`config.mk`:
```
export PLATFORM = sky130hd
export DESIGN_NAME = lvds_pixel_serializer
export DESIGN_NICKNAME = d
export VERILOG_FILES = /design/src/rtl/lvds_ser_pkg.sv /design/src/rtl/lvds_cfg_hold.sv /design/src/rtl/lvds_lane_mapper.sv /design/src/rtl/lvds_slot_shifter.sv /design/src/rtl/lvds_pixel_serializer.sv
export SDC_FILE = /design/constraint.sdc
export NUM_CORES = 1
export LEC_CHECK = 0
export ABC_AREA = 0
export BUFFER_PORTS_ARGS = -buffer_cell sky130_fd_sc_hd__clkbuf_2
export CORE_MARGIN = 2
export CORE_UTILIZATION = 55
export CTS_CLUSTER_SIZE = 40
export DETAILED_ROUTE_END_ITERATION = 16
export GPL_TIMING_DRIVEN = 0
export PLACE_DENSITY = 0.85
export SYNTH_ARGS = -nofsm -noshare
export SYNTH_HDL_FRONTEND = slang
export SYNTH_HIERARCHICAL = 1
export SYNTH_SLANG_ARGS = --single-unit
```
`constraint.sdc`:
```
create_clock -name clk -period 2.6 [get_ports clk]
set_input_delay 0 -clock clk [delete_from_list [all_inputs] [get_ports clk]]
set_output_delay 0 -clock clk [all_outputs]
set_load 0.05 [all_outputs]
```
`src/rtl/lvds_ser_pkg.sv`:
```
// Package: constants and layout-select type shared by the pixel serializer.
// Assumes seven slots per pixel period and at most four data lanes.
package lvds_ser_pkg;
    localparam int SLOT_N = 7;
    localparam int LANE_N = 4;
    localparam int CH_W   = 8;
    localparam int SUB_W  = 6;

    typedef enum logic [1:0] {
        MAP_NARROW = 2'd0,
        MAP_WIDE_A = 2'd1,
        MAP_WIDE_B = 2'd2,
        MAP_RSVD   = 2'd3
    } map_e;

    // Framing pattern, bit k = slot k: 1,1,0,0,0,1,1
    localparam logic [SLOT_N-1:0] CLK_WORD = 7'b1100011;
endpackage

```
`src/rtl/lvds_cfg_hold.sv`:
```
// Module: holds the layout and mirror settings. They are updated only at a
// strobe during vertical blanking (de low, vsync high).
// Assumes vsync is active-high. The new setting is passed through in the
// same cycle so that the word latched at that strobe already uses it.
module lvds_cfg_hold
    import lvds_ser_pkg::*;
(
    input  logic       clk,
    input  logic       rst_n,
    input  logic       pix_stb,
    input  logic       de,
    input  logic       vsync,
    input  logic [1:0] map_sel,
    input  logic       mirror,
    output map_e       mode_q,
    output logic       mir_q,
    output map_e       mode_use,
    output logic       mir_use
);
    logic take;

    // Decide whether this cycle is a qualifying blanking strobe
    always_comb begin
        take     = pix_stb && !de && vsync;
        mode_use = take ? map_e'(map_sel) : mode_q;
        mir_use  = take ? mirror : mir_q;
    end

    // Store the setting taken at a qualifying strobe
    always_ff @(posedge clk) begin
        if (!rst_n) begin
            mode_q <= MAP_NARROW;
            mir_q  <= 1'b0;
        end else if (take) begin
            mode_q <= map_e'(map_sel);
            mir_q  <= mirror;
        end
    end
endmodule

```
`src/rtl/lvds_lane_mapper.sv`:
```
// Module: combinational packing of one pixel into per-lane seven-bit words,
// where bit k of each word is slot k.
// Assumes the layout code has already been resolved; code 3 is treated as narrow.
module lvds_lane_mapper
    import lvds_ser_pkg::*;
(
    input  map_e                           mode,
    input  logic [CH_W-1:0]                red,
    input  logic [CH_W-1:0]                green,
    input  logic [CH_W-1:0]                blue,
    input  logic                           hsync,
    input  logic                           vsync,
    input  logic                           de,
    output logic [LANE_N-1:0][SLOT_N-1:0]  words
);
    logic [SUB_W-1:0] rc, gc, bc;

    // Pick the six bits per channel carried on lanes 0..2, then arrange all lanes
    always_comb begin
        if (mode == MAP_WIDE_B) begin
            rc = red[SUB_W-1:0];
            gc = green[SUB_W-1:0];
            bc = blue[SUB_W-1:0];
        end else begin
            rc = red[CH_W-1:CH_W-SUB_W];
            gc = green[CH_W-1:CH_W-SUB_W];
            bc = blue[CH_W-1:CH_W-SUB_W];
        end
        words[0] = {rc[0], rc[1], rc[2], rc[3], rc[4], rc[5], gc[0]};
        words[1] = {gc[1], gc[2], gc[3], gc[4], gc[5], bc[0], bc[1]};
        words[2] = {bc[2], bc[3], bc[4], bc[5], hsync, vsync, de};
        case (mode)
            MAP_WIDE_A: words[3] = {red[0], red[1], green[0], green[1],
                                    blue[0], blue[1], 1'b0};
            MAP_WIDE_B: words[3] = {red[6], red[7], green[6], green[7],
                                    blue[6], blue[7], 1'b0};
            default:    words[3] = '0;
        endcase
    end
endmodule

```
`src/rtl/lvds_slot_shifter.sv`:
```
// Module: one serial lane. The word is loaded on the strobe, optionally
// slot-reversed, and then shifted out with slot 0 first.
// Assumes the strobe period equals WORD_W so that the next load follows the last slot.
module lvds_slot_shifter #(
    parameter int WORD_W = 7
) (
    input  logic              clk,
    input  logic              rst_n,
    input  logic              load,
    input  logic              rev,
    input  logic [WORD_W-1:0] word,
    output logic              ser
);
    logic [WORD_W-1:0] sreg;
    logic [WORD_W-1:0] ordered;

    // Slot reversal network
    for (genvar i = 0; i < WORD_W; i++) begin : g_rev
        assign ordered[i] = rev ? word[WORD_W-1-i] : word[i];
    end

    // Load on strobe, otherwise move the next slot to the output
    always_ff @(posedge clk) begin
        if (!rst_n)    sreg <= '0;
        else if (load) sreg <= ordered;
        else           sreg <= {1'b0, sreg[WORD_W-1:1]};
    end

    assign ser = sreg[0];
endmodule

```
`src/rtl/lvds_pixel_serializer.sv`:
```
// Module: top level of the pixel serializer. It combines the settings hold,
// the lane mapper, one shifter per data lane and a framing-clock shifter.
// Assumes pix_stb is high for one cycle in every SLOT_N cycles.
module lvds_pixel_serializer
    import lvds_ser_pkg::*;
(
    input  logic              clk,
    input  logic              rst_n,
    input  logic              pix_stb,
    input  logic [CH_W-1:0]   red,
    input  logic [CH_W-1:0]   green,
    input  logic [CH_W-1:0]   blue,
    input  logic              hsync,
    input  logic              vsync,
    input  logic              de,
    input  logic [1:0]        map_sel,
    input  logic              mirror,
    output logic [LANE_N-1:0] lane_data,
    output logic              lane_clk
);
    map_e cfg_mode_q, cfg_mode_use;
    logic cfg_mir_q, cfg_mir_use;
    logic [LANE_N-1:0][SLOT_N-1:0] words;

    lvds_cfg_hold cfg_i (
        .clk(clk), .rst_n(rst_n), .pix_stb(pix_stb), .de(de), .vsync(vsync),
        .map_sel(map_sel), .mirror(mirror),
        .mode_q(cfg_mode_q), .mir_q(cfg_mir_q),
        .mode_use(cfg_mode_use), .mir_use(cfg_mir_use)
    );

    lvds_lane_mapper map_i (
        .mode(cfg_mode_use), .red(red), .green(green), .blue(blue),
        .hsync(hsync), .vsync(vsync), .de(de), .words(words)
    );

    // One shifter per data lane
    for (genvar l = 0; l < LANE_N; l++) begin : g_lane
        lvds_slot_shifter #(.WORD_W(SLOT_N)) shf_i (
            .clk(clk), .rst_n(rst_n), .load(pix_stb), .rev(cfg_mir_use),
            .word(words[l]), .ser(lane_data[l])
        );
    end

    // Framing-clock lane, never reversed
    lvds_slot_shifter #(.WORD_W(SLOT_N)) clk_shf_i (
        .clk(clk), .rst_n(rst_n), .load(pix_stb), .rev(1'b0),
        .word(CLK_WORD), .ser(lane_clk)
    );
endmodule

```
# == Word level (Yosys, flattened, before mapping) ==
# Index checks and enable logic that the tools add are counted.
# totals
reg_bits,38
in_bits,33
out_inout_bits,5
word_cells,55
# op_classes
n_eq_ne,2
mux,35
n_bitwise,1
reduce_logical,5
# op_table
op,n
$mux 6,7
$mux 1,25
$pmux 7 s2,1
$mux 7,1
$eq 2x1->1 const B,1
$eq 2x2->1 const B,1
$logic_and 1x1->1,2
$mux 2,1
$reduce_and 2->1,1
$reduce_or 2->1,1
$logic_not 1->1,1
$not 1->1,1

# == Longest topological paths before layout ==
# depth
ltp_word,8
mapped_depth,9
ltp_nobuf,8

# == By module ==
# Netlist, hierarchy kept.
# by_module_without_submodules
module,instances,cells_per_inst,area_per_inst_um2,seq_area_each_um2
lvds_slot_shifter,5,29,296.5,140.1
lvds_lane_mapper,1,42,384.1,0.0
lvds_cfg_hold,1,18,186.4,60.1
lvds_pixel_serializer,1,2,7.5,0.0

# == Worst setup path before layout ==
# Ideal clock, no wire load.
# synth_path
path_kind,reg2reg
from,reg cfg_i.mode_q[0]
to,reg g_lane[1].shf_i.sreg[2]
setup_time_ns,0.119
t_arrival_ns,1.574
required_ns,2.481
setup_slack_ns,0.906
path_stages_with_launch,8
n_path_buf,1
period_less_slack_ns,1.694
path_cell_list,dfxtp_1 > mux2_1 > inv_1 > ha_1 > buf_6 > mux2_4 > mux2i_1 > a21oi_1
# synth_lines
item,line_no,rtl
from (decl),lvds_cfg_hold.sv:15,"output map_e mode_q,"
from (signal assigned),lvds_cfg_hold.sv:35,mode_q <= map_e'(map_sel);
to (signal assigned),lvds_slot_shifter.sv:25,else if (load) sreg <= ordered;
to (signal assigned),lvds_slot_shifter.sv:26,"else sreg <= {1'b0, sreg[WORD_W-1:1]};"
to (decl),lvds_slot_shifter.sv:14,logic [WORD_W-1:0] sreg;

==> results.py <==
metrics = {
    "run_status": {
        "status": "finished clean",
    },
    "hold_path": {
        "min_path_cells": 4,
        "hold_path.class": "in2reg",
        "worstHoldStart": "de",
        "whs_endpoint": "g_lane[2].shf_i/sreg[6]$_SDFF_PN0_",
    },
    "sta": {
        "finalCritPeriodShare": 0.7617,
        "rsz0062_at_grt": "false",
        "fin_setup_tns_ns": 0,
        "hold_violations": 0,
        "fmax_mhz": 504.9,
        "setup_violations": 0,
        "slew_headroom": 0.5246,
        "worst_pin_slew_ns": 0.7132,
        "slew_viol_final": 0,
        "fin_skew_ns": 0.005273,
        "layout_min_cycle_time_ns": 1.980,
    },
    "setup_path": {
        "reg2reg_slack_ns": 0.67,
        "r2r_end": "g_lane[1].shf_i/sreg[0]$_SDFF_PN0_",
        "critPathLaunchType": "input pin",
        "worst_path_largest_cell_delay_ns": 0.54,
        "path_cells": "dlygate4sd3_1, clkbuf_2, mux2_1, inv_1, ha_1, buf_6, mux2_4, mux2i_1, a21oi_1",
        "cp_data_arrival_time_ns": 2.16,
        "critPathMaxFanout": 10,
        "path_class": "in2reg",
        "end_kind": "flop",
        "reg2reg_depth": 7,
        "reg2reg_from": "cfg_i/mode_q[0]$_SDFF_PN0_",
        "required_ns": 2.78,
        "slowest_stage": "dlygate4sd3_1",
    },
    "detailed_routing": {
        "ant_nets": 0,
        "dr_total_vias": 1596,
        "vias_per_cell": 5.083,
        "drc": 0,
        "wire_per_inst_um": 12.97,
        "wirelength_um": 4072,
        "drt_iter0_drc": 69,
        "dr.pass1.iters": 4,
    },
    "clock_network": {
        "cts.clk_slew.worst_paths_ns": 0.07,
        "cts_tree": "yes",
        "post-cts-setup-buffers": 0,
        "root_buffer": "clkbuf_8",
        "cts-htree-levels": 2,
        "cts_sinks": 38,
        "clk_latency_ns": 0.29,
        "numCtsBuffers": 5,
        "clk_path_buf_depth": 2,
    },
    "cells_and_area": {
        "syn_to_final_growth_pct": 19.49,
        "drive_above_1_share": 0.2932,
        "finalNetCount": 302,
        "utilization": 0.6777,
        "num_antenna_cells": 0,
        "fin_area_mm2": 0.002462,
        "n_fill_cell": 316,
    },
    "grt": {
        "grt-ovfl-total": 0,
        "grt_usage": 0.2074,
        "grt_pass1_wl_um": 6624,
        "first_global_vias": 1444,
        "grt_antenna_before_repair": 0,
        "grt_start_max_net_pins": 42,
    },
    "synthesis": {
        "synth.largest_area_cell": "dfxtp_1",
        "yosysSeqAreaShare": 0.3692,
        "yosys-top-cells-area": "dfxtp_1, mux2i_1, mux2_2, buf_6, a21oi_1",
        "synth.top_cells.by_count": "dfxtp_1, mux2i_1, a21oi_1, o21ai_1, mux2_2",
        "ys_seq_elements": 38,
        "synth.avg_cell_area_um2": 9.955,
        "synthCells": 207,
        "async_flop_share": 0,
        "yosys.area.top_type_share": 0.3692,
        "yosys_warnings": 6,
        "ys.flop_type": "dfxtp_1",
        "synth-edff-count": 0,
        "synthesis.area_mm2": 0.002061,
        "ys_types": 20,
    },
    "place": {
        "placed_area_mm2": 0.002346,
        "gp_congestion": 0.8085,
        "portBuffers": 36,
        "dp_hpwl_um": 2870,
    },
    "floorplanning": {
        "core-area_mm2": 0.003633,
        "io_pins": 38,
        "num_rows": 22,
        "start_util": 0.5671,
        "dieArea_mm2": 0.004252,
        "fp.dieW_um": 65.21,
        "die_y_um": 65.21,
    },
    "pwr": {
        "p_leak_nw": 1.038,
        "ir_drop_mv": 0.3460,
        "p_per_area_mw_per_mm2": 516.7,
    },
    "job": {
        "timing.max_cap.violations": 0,
    },
}
## cell families after synthesis
kind of cell | Yosys count | share of synthesized area
muxes | 59 | 0.3084
and+or+nand+nor | 29 | 0.06922
DFF | 38 | 0.3692
buffers and inverters | 19 | 0.08622
other | 3 | 0.005464
adders and majority gates | 3 | 0.01822
AOI/OAI and AO/OA | 56 | 0.1433
## final cells by class
class	count	area (um^2)	area share
flip-flops and latches	38	760.7	0.3089
plain buffers	17	170.2	0.06911
multi-input cells	162	1167	0.4741
repair buffers	40	220.2	0.08943
clock buffers	7	76.32	0.03100
inverters	2	7.507	0.003049
well taps	48	60.06	0.02439
## per-layer routing
layer,up-vias,GRT usage,share of wire
li1,831,-,-
met1,725,0.2619,0.47
met2,31,0.3253,0.47
met3,9,0.05822,0.040
met4,0,0.1016,0.020
met5,-,0,0
## worst max path at each step
stage / end / slack [ns] / from / depth (start not counted)
detailed placement: g_lane[0].shf_i/sreg[4]$_SDFF_PN0_ / 0.35 / pix_stb / 9
CTS: g_lane[1].shf_i/sreg[0]$_SDFF_PN0_ / 0.64 / map_sel[0] / 9
global placement: g_lane[1].shf_i/sreg[0]$_SDFF_PN0_ / 0.39 / pix_stb / 9
global route: g_lane[0].shf_i/sreg[4]$_SDFF_PN0_ / 0.50 / map_sel[0] / 9
finish: g_lane[1].shf_i/sreg[0]$_SDFF_PN0_ / 0.62 / map_sel[0] / 9
floorplan: g_lane[1].shf_i/sreg[2]$_SDFF_PN0_ / 0.91 / cfg_i/mode_q[0]$_SDFF_PN0_ / 7
## placed cells by master (no fill, tap or decap)
master | Yosys | routed
a21oi_1 | 25 | 25
a22oi_1 | 6 | 6
and3b_1 | 1 | 1
buf_2 | 1 | 1
buf_4 | 4 | 4
buf_6 | 12 | 12
clkbuf_1 | 0 | 2
clkbuf_2 | 0 | 36
clkbuf_8 | 0 | 5
conb_1 | 3 | 15
dfxtp_1 | 38 | 38
dlygate4sd3_1 | 0 | 4
ha_1 | 3 | 3
inv_1 | 2 | 2
mux2_1 | 2 | 2
mux2_2 | 14 | 14
mux2_4 | 5 | 5
mux2i_1 | 38 | 38
nand2_1 | 11 | 11
nand3b_4 | 1 | 1
nor2_1 | 11 | 11
nor2b_1 | 5 | 5
o21ai_0 | 5 | 5
o21ai_1 | 20 | 20
## flip-flops by register name (all words and copies together) (netlist names)
signal / cells
g_lane.shf_i/sreg: 28
clk_shf_i/sreg: 7
cfg_i/mode_q: 2
cfg_i/mir_q: 1
## worst max-delay path: cells and delay by family
kind	cells	cell delay [ns]
AO/OA/AOI/OAI	1	0.08
adder cells (fa/ha/maj)	1	0.33
buffers and inverters	4	0.97
multiplexers	3	0.77
## through the flow
stage | std cells | total power, mW | setup WS [ns] | hold WS, ns
6_report | 314 | 1.272 | 0.6195 | 0.06860
5_1_grt | 314 | 1.339 | 0.4975 | 0.1137
4_1_cts | 314 | 1.283 | 0.6399 | 0.06672
3_5_place_dp | 303 | 0.9005 | 0.3491 | 0.2509
3_3_place_gp | 303 | 0.8944 | 0.3895 | 0.2443
2_1_floorplan | 219 | 0.8257 | 0.9063 | 0.1260
## power by group
part	internal [mW]	switching, mW
logic	0.127	0.139
registers	0.619	0.00975
clock network	0.184	0.193
## what timing repair did
action,CTS,global route
endpoints found under the hold margin,5,0
gates resized for setup,0,0
hold buffers,4,0
(Power assumes the default switching activity.)
